--- src/rtl/prog_cmd_pkg.sv ---
package prog_cmd_pkg;

  typedef enum logic [3:0] {
    OP_ENTER   = 4'd0,
    OP_LEAVE   = 4'd1,
    OP_WR_LO   = 4'd2,
    OP_WR_HI   = 4'd3,
    OP_RD_LO   = 4'd4,
    OP_RD_HI   = 4'd5,
    OP_PAGE    = 4'd6,
    OP_WR_DATA = 4'd7,
    OP_RD_DATA = 4'd8,
    OP_ERASE   = 4'd9,
    OP_LOCK    = 4'd10,
    OP_SIG     = 4'd11,
    OP_UNIV    = 4'd12
  } eng_op_e;

  typedef enum logic [2:0] {
    ST_IDLE, ST_OPER, ST_EXEC, ST_EMIT, ST_ENG, ST_RPUSH, ST_FIN
  } disp_state_e;

  localparam logic [7:0] CH_CR  = 8'h0D;
  localparam logic [7:0] CH_ERR = 8'h3F;
  localparam logic [7:0] CH_ESC = 8'h1B;
  localparam logic [7:0] BYTE_WIDE_DEV = 8'h86;
  localparam int SW_MAJ = 2;
  localparam int SW_MIN = 0;
  localparam int HW_MAJ = 1;
  localparam int HW_MIN = 0;

  function automatic logic [7:0] ascii_digit(input int n);
    return 8'h30 + 8'(n);
  endfunction

  function automatic logic dev_supported(input logic [7:0] d);
    case (d)
      8'h12, 8'h13, 8'h20, 8'h28, 8'h38,
      8'h40, 8'h41, 8'h48, 8'h86: return 1'b1;
      default: return 1'b0;
    endcase
  endfunction

  function automatic logic [1:0] operand_count(input logic [7:0] c);
    case (c)
      "A": return 2'd2;
      ":": return 2'd3;
      "T", "x", "y", "C", "c", "D", "l": return 2'd1;
      default: return 2'd0;
    endcase
  endfunction

  function automatic logic [3:0] fixed_len(input logic [7:0] c);
    case (c)
      "S": return 4'd7;
      "V", "v": return 4'd2;
      "t": return 4'd8;
      "p": return 4'd1;
      default: return 4'd0;
    endcase
  endfunction

  function automatic logic [7:0] id_char(input logic [3:0] i);
    case (i)
      4'd0: return "C";
      4'd1: return "M";
      4'd2: return "D";
      4'd3: return "P";
      4'd4: return "R";
      4'd5: return "O";
      default: return "G";
    endcase
  endfunction

  function automatic logic [7:0] dev_list(input logic [3:0] i);
    case (i)
      4'd0: return 8'h12;
      4'd1: return 8'h13;
      4'd2: return 8'h20;
      4'd3: return 8'h28;
      4'd4: return 8'h38;
      4'd5: return 8'h48;
      4'd6: return 8'h86;
      default: return 8'h00;
    endcase
  endfunction

  function automatic logic [7:0] fixed_byte(input logic [7:0] c, input logic [3:0] i);
    case (c)
      "S": return id_char(i);
      "V": return (i == 4'd0) ? ascii_digit(SW_MAJ) : ascii_digit(SW_MIN);
      "v": return (i == 4'd0) ? ascii_digit(HW_MAJ) : ascii_digit(HW_MIN);
      "t": return dev_list(i);
      default: return "S";
    endcase
  endfunction

  function automatic logic is_engine_cmd(input logic [7:0] c);
    case (c)
      "P", "L", "c", "C", "R", "m", "D", "d", "e", "l", "s", ":": return 1'b1;
      default: return 1'b0;
    endcase
  endfunction

  function automatic logic refused(input logic [7:0] c, input logic [7:0] d);
    return !dev_supported(d) || (d == BYTE_WIDE_DEV && (c == "C" || c == "s"));
  endfunction

  function automatic logic [1:0] frame_count(input logic [7:0] c, input logic bw);
    case (c)
      "R": return bw ? 2'd1 : 2'd2;
      "s": return 2'd3;
      default: return 2'd1;
    endcase
  endfunction

  function automatic eng_op_e frame_op(input logic [7:0] c, input logic [1:0] f, input logic bw);
    case (c)
      "P": return OP_ENTER;
      "L": return OP_LEAVE;
      "c": return OP_WR_LO;
      "C": return OP_WR_HI;
      "R": return (bw || f != 2'd0) ? OP_RD_LO : OP_RD_HI;
      "m": return OP_PAGE;
      "D": return OP_WR_DATA;
      "d": return OP_RD_DATA;
      "e": return OP_ERASE;
      "l": return OP_LOCK;
      "s": return OP_SIG;
      default: return OP_UNIV;
    endcase
  endfunction

  function automatic logic returns_data(input eng_op_e op);
    return op inside {OP_RD_LO, OP_RD_HI, OP_RD_DATA, OP_SIG, OP_UNIV};
  endfunction

  function automatic logic ends_with_cr(input logic [7:0] c);
    return !(c == "R" || c == "d" || c == "s");
  endfunction

  function automatic logic bumps_addr(input logic [7:0] c, input logic bw);
    return (c == "C") || (c == "R" && !bw);
  endfunction

  function automatic logic [23:0] req_payload(input logic [7:0] c, input logic [1:0] f,
                                              input logic [23:0] opnd);
    if (c == ":") return opnd;
    if (c == "s") return {22'd0, 2'd2 - f};
    return {16'd0, opnd[7:0]};
  endfunction

endpackage

--- src/rtl/prog_resp_fifo.sv ---
module prog_resp_fifo #(
  parameter int DEPTH = 4,
  parameter int W     = 8
) (
  input  logic         clk,
  input  logic         rst_n,
  input  logic         push,
  input  logic [W-1:0] push_data,
  output logic         full,
  output logic         empty,
  output logic         out_valid,
  output logic [W-1:0] out_data,
  input  logic         out_ready
);
  localparam int AW = (DEPTH > 1) ? $clog2(DEPTH) : 1;
  localparam int CW = $clog2(DEPTH + 1);

  logic [W-1:0]  mem [DEPTH];
  logic [AW-1:0] wp, rp;
  logic [CW-1:0] cnt;
  logic          pop;

  assign pop       = out_valid && out_ready;
  assign empty     = (cnt == '0);
  assign full      = (cnt == CW'(DEPTH));
  assign out_valid = !empty;
  assign out_data  = mem[rp];

  function automatic logic [AW-1:0] ptr_next(input logic [AW-1:0] p);
    return (p == AW'(DEPTH - 1)) ? '0 : p + 1'b1;
  endfunction

  always_ff @(posedge clk) begin
    if (push) mem[wp] <= push_data;
  end

  always_ff @(posedge clk or negedge rst_n) begin
    if (!rst_n) begin
      wp  <= '0;
      rp  <= '0;
      cnt <= '0;
    end else begin
      if (push) wp <= ptr_next(wp);
      if (pop)  rp <= ptr_next(rp);
      case ({push, pop})
        2'b10:   cnt <= cnt + 1'b1;
        2'b01:   cnt <= cnt - 1'b1;
        default: cnt <= cnt;
      endcase
    end
  end

  AST_FIFO_NO_OVERFLOW: assert property (@(posedge clk) disable iff (!rst_n) push |-> !full);
  AST_TX_HOLD: assert property (@(posedge clk) disable iff (!rst_n) out_valid && !out_ready |=> out_valid && $stable(out_data));

endmodule

--- src/rtl/prog_addr_ctr.sv ---
module prog_addr_ctr #(
  parameter int ADDR_W = 16
) (
  input  logic              clk,
  input  logic              rst_n,
  input  logic              load,
  input  logic [ADDR_W-1:0] load_val,
  input  logic              inc,
  output logic [ADDR_W-1:0] q
);
  always_ff @(posedge clk or negedge rst_n) begin
    if (!rst_n)    q <= '0;
    else if (load) q <= load_val;
    else if (inc)  q <= q + 1'b1;
  end

  AST_ADDR_HOLD: assert property (@(posedge clk) disable iff (!rst_n) !load && !inc |=> $stable(q));

endmodule

--- src/rtl/prog_cmd_dispatch.sv ---
module prog_cmd_dispatch
  import prog_cmd_pkg::*;
#(
  parameter int FIFO_DEPTH = 4,
  parameter int ADDR_W     = 16
) (
  input  logic              clk,
  input  logic              rst_n,
  input  logic              rx_valid,
  input  logic [7:0]        rx_data,
  output logic              rx_ready,
  output logic              tx_valid,
  output logic [7:0]        tx_data,
  input  logic              tx_ready,
  output logic              req_valid,
  output logic [3:0]        req_op,
  output logic [7:0]        req_dev,
  output logic [ADDR_W-1:0] req_addr,
  output logic [23:0]       req_data,
  input  logic              eng_ack,
  input  logic [7:0]        eng_rdata
);

  disp_state_e st_q, st_d;
  logic [7:0]  cmd_q, cmd_d, dev_q, dev_d, rbuf_q, rbuf_d, fin_q, fin_d;
  logic [23:0] opnd_q, opnd_d;
  logic [1:0]  ocnt_q, ocnt_d, fidx_q, fidx_d;
  logic [3:0]  idx_q, idx_d;

  logic        rx_fire, byte_wide, frame_last, frame_done;
  logic        push, fifo_full, fifo_empty;
  logic [7:0]  push_data;
  logic        addr_load, addr_inc;
  logic [ADDR_W-1:0] addr_q;
  eng_op_e     cur_op;

  assign rx_fire    = rx_valid && rx_ready;
  assign byte_wide  = (dev_q == BYTE_WIDE_DEV);
  assign cur_op     = frame_op(cmd_q, fidx_q, byte_wide);
  assign frame_last = (fidx_q == frame_count(cmd_q, byte_wide) - 2'd1);

  assign rx_ready  = (st_q == ST_IDLE && fifo_empty) || (st_q == ST_OPER);
  assign req_valid = (st_q == ST_ENG);
  assign req_op    = cur_op;
  assign req_dev   = dev_q;
  assign req_addr  = addr_q;
  assign req_data  = req_payload(cmd_q, fidx_q, opnd_q);

  prog_resp_fifo #(.DEPTH(FIFO_DEPTH), .W(8)) u_fifo (
    .clk(clk), .rst_n(rst_n), .push(push), .push_data(push_data),
    .full(fifo_full), .empty(fifo_empty),
    .out_valid(tx_valid), .out_data(tx_data), .out_ready(tx_ready)
  );

  prog_addr_ctr #(.ADDR_W(ADDR_W)) u_addr (
    .clk(clk), .rst_n(rst_n), .load(addr_load),
    .load_val(ADDR_W'(opnd_q[15:0])), .inc(addr_inc), .q(addr_q)
  );

  always_comb begin
    st_d = st_q;   cmd_d = cmd_q;   dev_d = dev_q;   opnd_d = opnd_q;
    ocnt_d = ocnt_q; idx_d = idx_q; fidx_d = fidx_q; rbuf_d = rbuf_q; fin_d = fin_q;
    push = 1'b0;   push_data = fin_q;
    addr_load = 1'b0; addr_inc = 1'b0; frame_done = 1'b0;
    case (st_q)
      ST_IDLE: if (rx_fire && rx_data != CH_ESC) begin
        cmd_d  = rx_data;
        opnd_d = '0;
        ocnt_d = operand_count(rx_data);
        st_d   = (operand_count(rx_data) == 2'd0) ? ST_EXEC : ST_OPER;
      end
      ST_OPER: if (rx_fire) begin
        opnd_d = {opnd_q[15:0], rx_data};
        ocnt_d = ocnt_q - 2'd1;
        if (ocnt_q == 2'd1) st_d = ST_EXEC;
      end
      ST_EXEC: begin
        idx_d = '0; fidx_d = '0; fin_d = CH_CR;
        if (cmd_q == "T") begin
          dev_d = opnd_q[7:0];
          st_d  = ST_FIN;
        end else if (cmd_q == "A") begin
          addr_load = 1'b1;
          st_d      = ST_FIN;
        end else if (cmd_q == "x" || cmd_q == "y") begin
          st_d = ST_FIN;
        end else if (fixed_len(cmd_q) != 4'd0) begin
          st_d = ST_EMIT;
        end else if (!is_engine_cmd(cmd_q) || refused(cmd_q, dev_q)) begin
          fin_d = CH_ERR;
          st_d  = ST_FIN;
        end else begin
          st_d = ST_ENG;
        end
      end
      ST_EMIT: if (!fifo_full) begin
        push      = 1'b1;
        push_data = fixed_byte(cmd_q, idx_q);
        idx_d     = idx_q + 4'd1;
        if (idx_q == fixed_len(cmd_q) - 4'd1) st_d = ST_IDLE;
      end
      ST_ENG: if (eng_ack) begin
        rbuf_d = eng_rdata;
        if (returns_data(cur_op)) st_d = ST_RPUSH;
        else                      frame_done = 1'b1;
      end
      ST_RPUSH: if (!fifo_full) begin
        push       = 1'b1;
        push_data  = rbuf_q;
        frame_done = 1'b1;
      end
      ST_FIN: if (!fifo_full) begin
        push = 1'b1;
        st_d = ST_IDLE;
      end
      default: st_d = ST_IDLE;
    endcase
    if (frame_done) begin
      if (frame_last) begin
        addr_inc = bumps_addr(cmd_q, byte_wide);
        st_d     = ends_with_cr(cmd_q) ? ST_FIN : ST_IDLE;
      end else begin
        fidx_d = fidx_q + 2'd1;
        st_d   = ST_ENG;
      end
    end
  end

  always_ff @(posedge clk or negedge rst_n) begin
    if (!rst_n) begin
      st_q <= ST_IDLE; cmd_q <= '0; dev_q <= '0; opnd_q <= '0;
      ocnt_q <= '0; idx_q <= '0; fidx_q <= '0; rbuf_q <= '0; fin_q <= CH_CR;
    end else begin
      st_q <= st_d; cmd_q <= cmd_d; dev_q <= dev_d; opnd_q <= opnd_d;
      ocnt_q <= ocnt_d; idx_q <= idx_d; fidx_q <= fidx_d; rbuf_q <= rbuf_d; fin_q <= fin_d;
    end
  end

  AST_REQ_GATED: assert property (@(posedge clk) disable iff (!rst_n) req_valid |-> dev_supported(req_dev));
  AST_REQ_HOLD: assert property (@(posedge clk) disable iff (!rst_n) req_valid && !eng_ack |=> req_valid && $stable(req_op) && $stable(req_addr) && $stable(req_data));
  AST_RX_BLOCKED: assert property (@(posedge clk) disable iff (!rst_n) (tx_valid || req_valid) |-> !rx_ready);
  AST_ESC_DROPPED: assert property (@(posedge clk) disable iff (!rst_n) rx_fire && st_q == ST_IDLE && rx_data == CH_ESC |=> st_q == ST_IDLE && !tx_valid);
  AST_NO_INC_BYTE_WIDE: assert property (@(posedge clk) disable iff (!rst_n) req_valid && eng_ack && byte_wide && req_op == 4'(OP_RD_LO) |=> $stable(req_addr));

endmodule

--- config.mk ---
export PLATFORM = sky130hd
export DESIGN_NAME = prog_cmd_dispatch
export DESIGN_NICKNAME = d
export VERILOG_FILES = /design/src/rtl/prog_cmd_pkg.sv /design/src/rtl/prog_resp_fifo.sv /design/src/rtl/prog_addr_ctr.sv /design/src/rtl/prog_cmd_dispatch.sv
export SDC_FILE = /design/constraint.sdc
export NUM_CORES = 1
export LEC_CHECK = 0
export BUFFER_PORTS_ARGS = -buffer_cell sky130_fd_sc_hd__clkbuf_2
export CAP_MARGIN = 25
export CORE_MARGIN = 4
export CORE_UTILIZATION = 48
export DETAILED_ROUTE_END_ITERATION = 7
export PLACE_DENSITY_LB_ADDON = 0.08
export SETUP_SLACK_MARGIN = 0.1
export SLEW_MARGIN = 20
export SYNTH_ARGS = -nofsm -noshare
export SYNTH_HDL_FRONTEND = slang
export SYNTH_SLANG_ARGS = --single-unit
--- constraint.sdc ---
create_clock -name clk -period 4.9 [get_ports clk]
set_clock_uncertainty 0.2 [all_clocks]
set_input_delay 0.98 -clock clk [delete_from_list [all_inputs] [get_ports clk]]
set_output_delay 0.98 -clock clk [all_outputs]
set_load 0.05 [all_outputs]
### Word-level counts from Yosys, hierarchy flattened

Memories as Yosys holds them, arrays and structs flattened.
Cells that the tools add are included.

* memories kept: 1
* memory bits (writable): 32
* logic and storage cells: 234
* input bits: 21
* output and inout port bits: 63
* bits in registers: 90

Memories
* u_fifo.mem: depth 4, bits a word 8, rd ports 1, clocked after memory_dff 0, wr ports 1, RTL line prog_resp_fifo.sv:18 `logic [W-1:0] mem [DEPTH];`

* muxes and demuxes: 91
* eq/ne operators: 77
* reductions and logical operators: 41
* $add $sub $neg: 11

Operator list (count)
* 8-bit by 7-bit == test with 1-bit output (second input constant): 31
* 24-bit 2-to-1 mux: 6
* 8-bit case mux with 7 select lines: 1
* 24-bit case mux with 2 select lines: 1
* 3-bit 2-to-1 mux: 15
* 4-bit case mux with 11 select lines: 1
* 8-bit by 6-bit == test with 1-bit output (second input constant): 5
* 16-bit 2-to-1 mux: 2
* 8-bit case mux with 4 select lines: 1
* 6-bit 2-to-1 mux: 5
* 5-bit case mux with 6 select lines: 1
* 1-bit 2-to-1 mux: 28
* 4-bit 2-to-1 mux: 7
* 2-bit 2-to-1 mux: 12
* 3-bit case mux with 7 select lines: 1
* 4-bit by 3-bit == test with 1-bit output (second input constant): 5
* 16-bit by 1-bit adder with 16-bit output (second input constant): 1
* 8-bit by 5-bit == test with 1-bit output (second input constant): 2
* 8-bit 2-to-1 mux: 2
* 4-bit case mux with 4 select lines: 1
* 8-bit case mux with 2 select lines: 1
* 3-bit == test (second input constant): 4
* 4-bit == test (second input constant): 3
* 3-bit != test (second input constant): 4
* other kinds (43): 80

### Logic depth before layout (Yosys ltp)

* depth in word-level cells: 23
* gate-level depth with buffers: 12
* depth with buffers taken out: 11

### Modules after synthesis

Synthesis repeated with hierarchy kept, for this count alone.

* cells, all modules: 653
* area total of the unflattened synthesis: 6641.4 µm²

Modules (own cells, without submodules)
* prog_cmd_dispatch: cells each 471, area an instance 4098.9 µm², times used 1
* prog_resp_fifo: cells each 83, area an instance 1599.0 µm², times used 1
* prog_addr_ctr: cells each 99, area an instance 943.4 µm², times used 1

### Worst setup path before layout

OpenSTA, ideal clock, no wires.

* path type: reg-to-output
* start: register cmd_q[3]
* end: output port req_op[2]
* stages on the path, launching flop included: 6
* buffers on the path: 1
* required time: 3720 ps
* arrival: 2683 ps
* setup slack: 1037 ps
* cell sequence: dfrtp_1 -> clkbuf_1 -> nor4_1 -> a22oi_1 -> nand2_1 -> nor4_1

* longest elaborated chain between the ends: 2

RTL lines
* start, declared: RTL line prog_cmd_dispatch.sv:25 `logic [7:0] cmd_q, cmd_d, dev_q, dev_d, rbuf_q, rbuf_d, fin_q, fin_d;`
* start signal, assigned: RTL line prog_cmd_dispatch.sv:134 `st_q <= st_d; cmd_q <= cmd_d; dev_q <= dev_d; opnd_q <= opnd_d;`
* 8-bit by 7-bit == test with 1-bit output: RTL line prog_cmd_pkg.sv:118 `case (c)`
* 4-bit case mux with 11 select lines (*): RTL line prog_cmd_pkg.sv:118
* end, declared: RTL line prog_cmd_dispatch.sv:16 `output logic [3:0] req_op,`

Every way passes the cells marked *; elsewhere a longest branch is shown, timed or not.

### Worst setup path in the final report

* start: register cmd_q[3]
* end: output port req_data[0]

* longest elaborated chain between the ends: 5

RTL lines
* 8-bit by 7-bit == test with 1-bit output: RTL line prog_cmd_pkg.sv:149 `if (c == "s") return {22'd0, 2'd2 - f};`
* 1-bit 2-to-1 mux (2 in a row): RTL line prog_cmd_pkg.sv:149
* 24-bit 2-to-1 mux: RTL line prog_cmd_pkg.sv:150 `return {16'd0, opnd[7:0]};`
* 24-bit 2-to-1 mux (*): RTL line prog_cmd_pkg.sv:149
* end, declared: RTL line prog_cmd_dispatch.sv:19 `output logic [23:0] req_data,`

Every way passes the cells marked *; elsewhere a longest branch is shown, timed or not. The select of a mux whose other input is x is not followed.

==> reports/results.ini <==
[timing]
clock.fmax_ghz=0.265
fin_hold_ws_ns=0.281
timing.setup.tns_ns=0
post-route-period-util_pct=77.1
min_period_ns=3.78
finalSetupViolCount=0
slew_headroom_pct=43.7
worstMarginPinSlew_ns=0.834
rsz0062_at_grt=false
finalHoldViolations=0
slew_violations=0

[finish]
area_growth_pct=17.8
drive_gt1_share_pct=19.8
final_core_util_pct=57.6
antenna_cells=0
fillers=1234
final_cell_mix=nand2_1, dfrtp_1, clkbuf_2, o21ai_0, nor2_1
num-nets-final=779
layout.cells.most_common=nand2_1

[yosys]
synthSimpleGateAreaFrac_pct=22.9
ys_warn_count=0
synth_fp_nets=706
synth-edff-count=32
synth-adder-area-share_pct=3.02
yosysSeqAreaShare_pct=46.9
synth-main-ff-cell=dfrtp_1
syn_inst=670
async_flop_share_pct=72.2
ys_ff_latch=115
syn_area_per_cell_um2=9.66
synth_compound_area_share_pct=13.8
synth_area_um2=6470
yosysUniqueCellTypes=69
synthXorXnorAreaFrac_pct=3.73
synth_top_family_by_area=simple AND/OR/NAND/NOR gates
synthMuxAreaShare_pct=5.88

[drt]
ant_nets=0
wl_per_cell_um=17.7
drt_first_pass_iters=5
dr_total_vias=5328
routed_via_density=5.72
wl_um=16500
wl_met3_um=729
wl_met1_um=7500
drt_iter0_drc=361
drc=0
dr_wl_met2_um=8070
routed.top_layer=met4

[place]
place_congestion=0.918
dp_hpwl_um=12000
numPortBuffers=83

[critical_path]
end_kind=primary output
criticalPathCategory=reg -> out
required_ns=3.72
critical_path_peak_fanout=16
arrival_ns=2.60
start_kind=register

[floorplanning]
die_y_um=124
ios=84
core_um2=13200
rows=42
die_x_um=124
start_util_pct=48.9
die_area_um2=15400

[global_route]
grt_first_pass_wirelength_um=26500
antenna_found_initial=0
grt_pass1_vias=5114
grt-ovfl-total=0
track_usage_pct=22.5
grt_max_degree=55

[clock_network]
postCtsHoldBufs=0
post_cts_buffers=0
clock_latency_ns=0.42
cts_buffers=17
clk_path_buf_depth=2
cts_resized=0
cts-root-buf=clkbuf_16
cts.clk_slew.worst_paths_ns=0.05
htree_levels=4
cts_sinks=115
cts_tree=done

[min_path]
min_path_type=reg -> reg

[outcome]
status=finished, final reports clean

[pwr]
power.density_nw_per_um2=640
total_leakage_power_uw=0.00318
ir_drop_v=0.000511
power_uw=4880

[job]
drv_cap=0

layout make-up:
type / instances / area (um^2) / area share, %
clock inverters: 13 / 160 / 2.10
well taps: 176 / 220 / 2.89
flip-flops and latches: 115 / 3040 / 39.8
clock buffers: 19 / 433 / 5.68
inverters: 27 / 101 / 1.33
multi-input cells: 492 / 3200 / 41.9
repair buffers: 90 / 478 / 6.27
flip-flops by register name, summed over array words and instances (netlist names):
signal,cells
u_fifo.mem,32
u_fifo.wp,2
u_addr.q,16
idx_q,4
fidx_q,2
ocnt_q,2
req_dev,8
u_fifo.cnt,3
st_q,3
rbuf_q,8
cmd_q,8
fin_q,1
opnd_q,24
u_fifo.rp,2
path summary, 6_finish.rpt:
path | startpoint | slack (ns) | to | depth (start not counted)
max | cmd_q[3] | 1.12 | req_data[0] | 5
min | ocnt_q[0] | 0.28 | ocnt_q[0] | 1
max reg2reg | cmd_q[3] | 1.34 | st_q[1] | 11
min reg2reg | ocnt_q[0] | 0.28 | ocnt_q[0] | 1
max in group asynchronous | rst_n | 3.16 | cmd_q[0] | 2
min in group asynchronous | rst_n | 0.42 | idx_q[2] | 1
synthesized netlist by cell type (7+ instances only):
cell type	number	share of area (%)
a21oi_1	37	2.9
nand2b_1	8	0.77
a31oi_1	7	0.68
edfxtp_1	32	15
mux2_2	16	2.8
clkbuf_1	30	1.7
and3_1	8	0.77
nor4_1	7	0.68
and2_1	26	2.5
xor2_1	19	2.6
ha_1	14	2.7
dfrtp_1	83	32
inv_1	26	1.5
nand3_1	21	1.6
nor3_1	14	1.1
nand2_1	92	5.3
o21ai_0	48	3.7
nor2_1	45	2.6
nor2b_1	12	1.2
mux4_2	8	2.8
cell families after synthesis:
family          count (synthesis)
compound gates                143
xor+xnor                       26
fa+ha+maj                      15
buf+inv                        63
flops                         115
mux                            26
simple gates                  282
per-layer routing:
| metal | global-route usage, % | up-vias |
|---|---|---|
| met5 | 0 | - |
| met4 | 6.30 | 0 |
| met3 | 5.04 | 13 |
| met2 | 36.9 | 143 |
| met1 | 30.0 | 2607 |
| li1 | - | 2565 |
power breakdown:
part / internal [uW] / total [uW] / leakage (uW) / switching [uW]
clock network: 797 / 1240 / 0.000277 / 440
logic: 649 / 1900 / 0.00161 / 1250
registers: 1330 / 1740 / 0.00130 / 414
stage by stage:
stage	setup slack, ns	cell area (um^2)	cells
after floorplan	1.04	6470	670
after global placement	1.49	7010	898
after detailed placement	1.35	7010	898
after CTS	1.13	7600	930
after global routing	1.01	7630	932
final	1.12	7630	932
critical path: stages, from the launching register on:
cell and delay (ns):
dfrtp_1 0.54, or4bb_1 0.69, nor2_1 0.14, buf_4 0.22
mux2_2 0.35, clkbuf_2 0.23
Power figures use the tool's default switching activity.
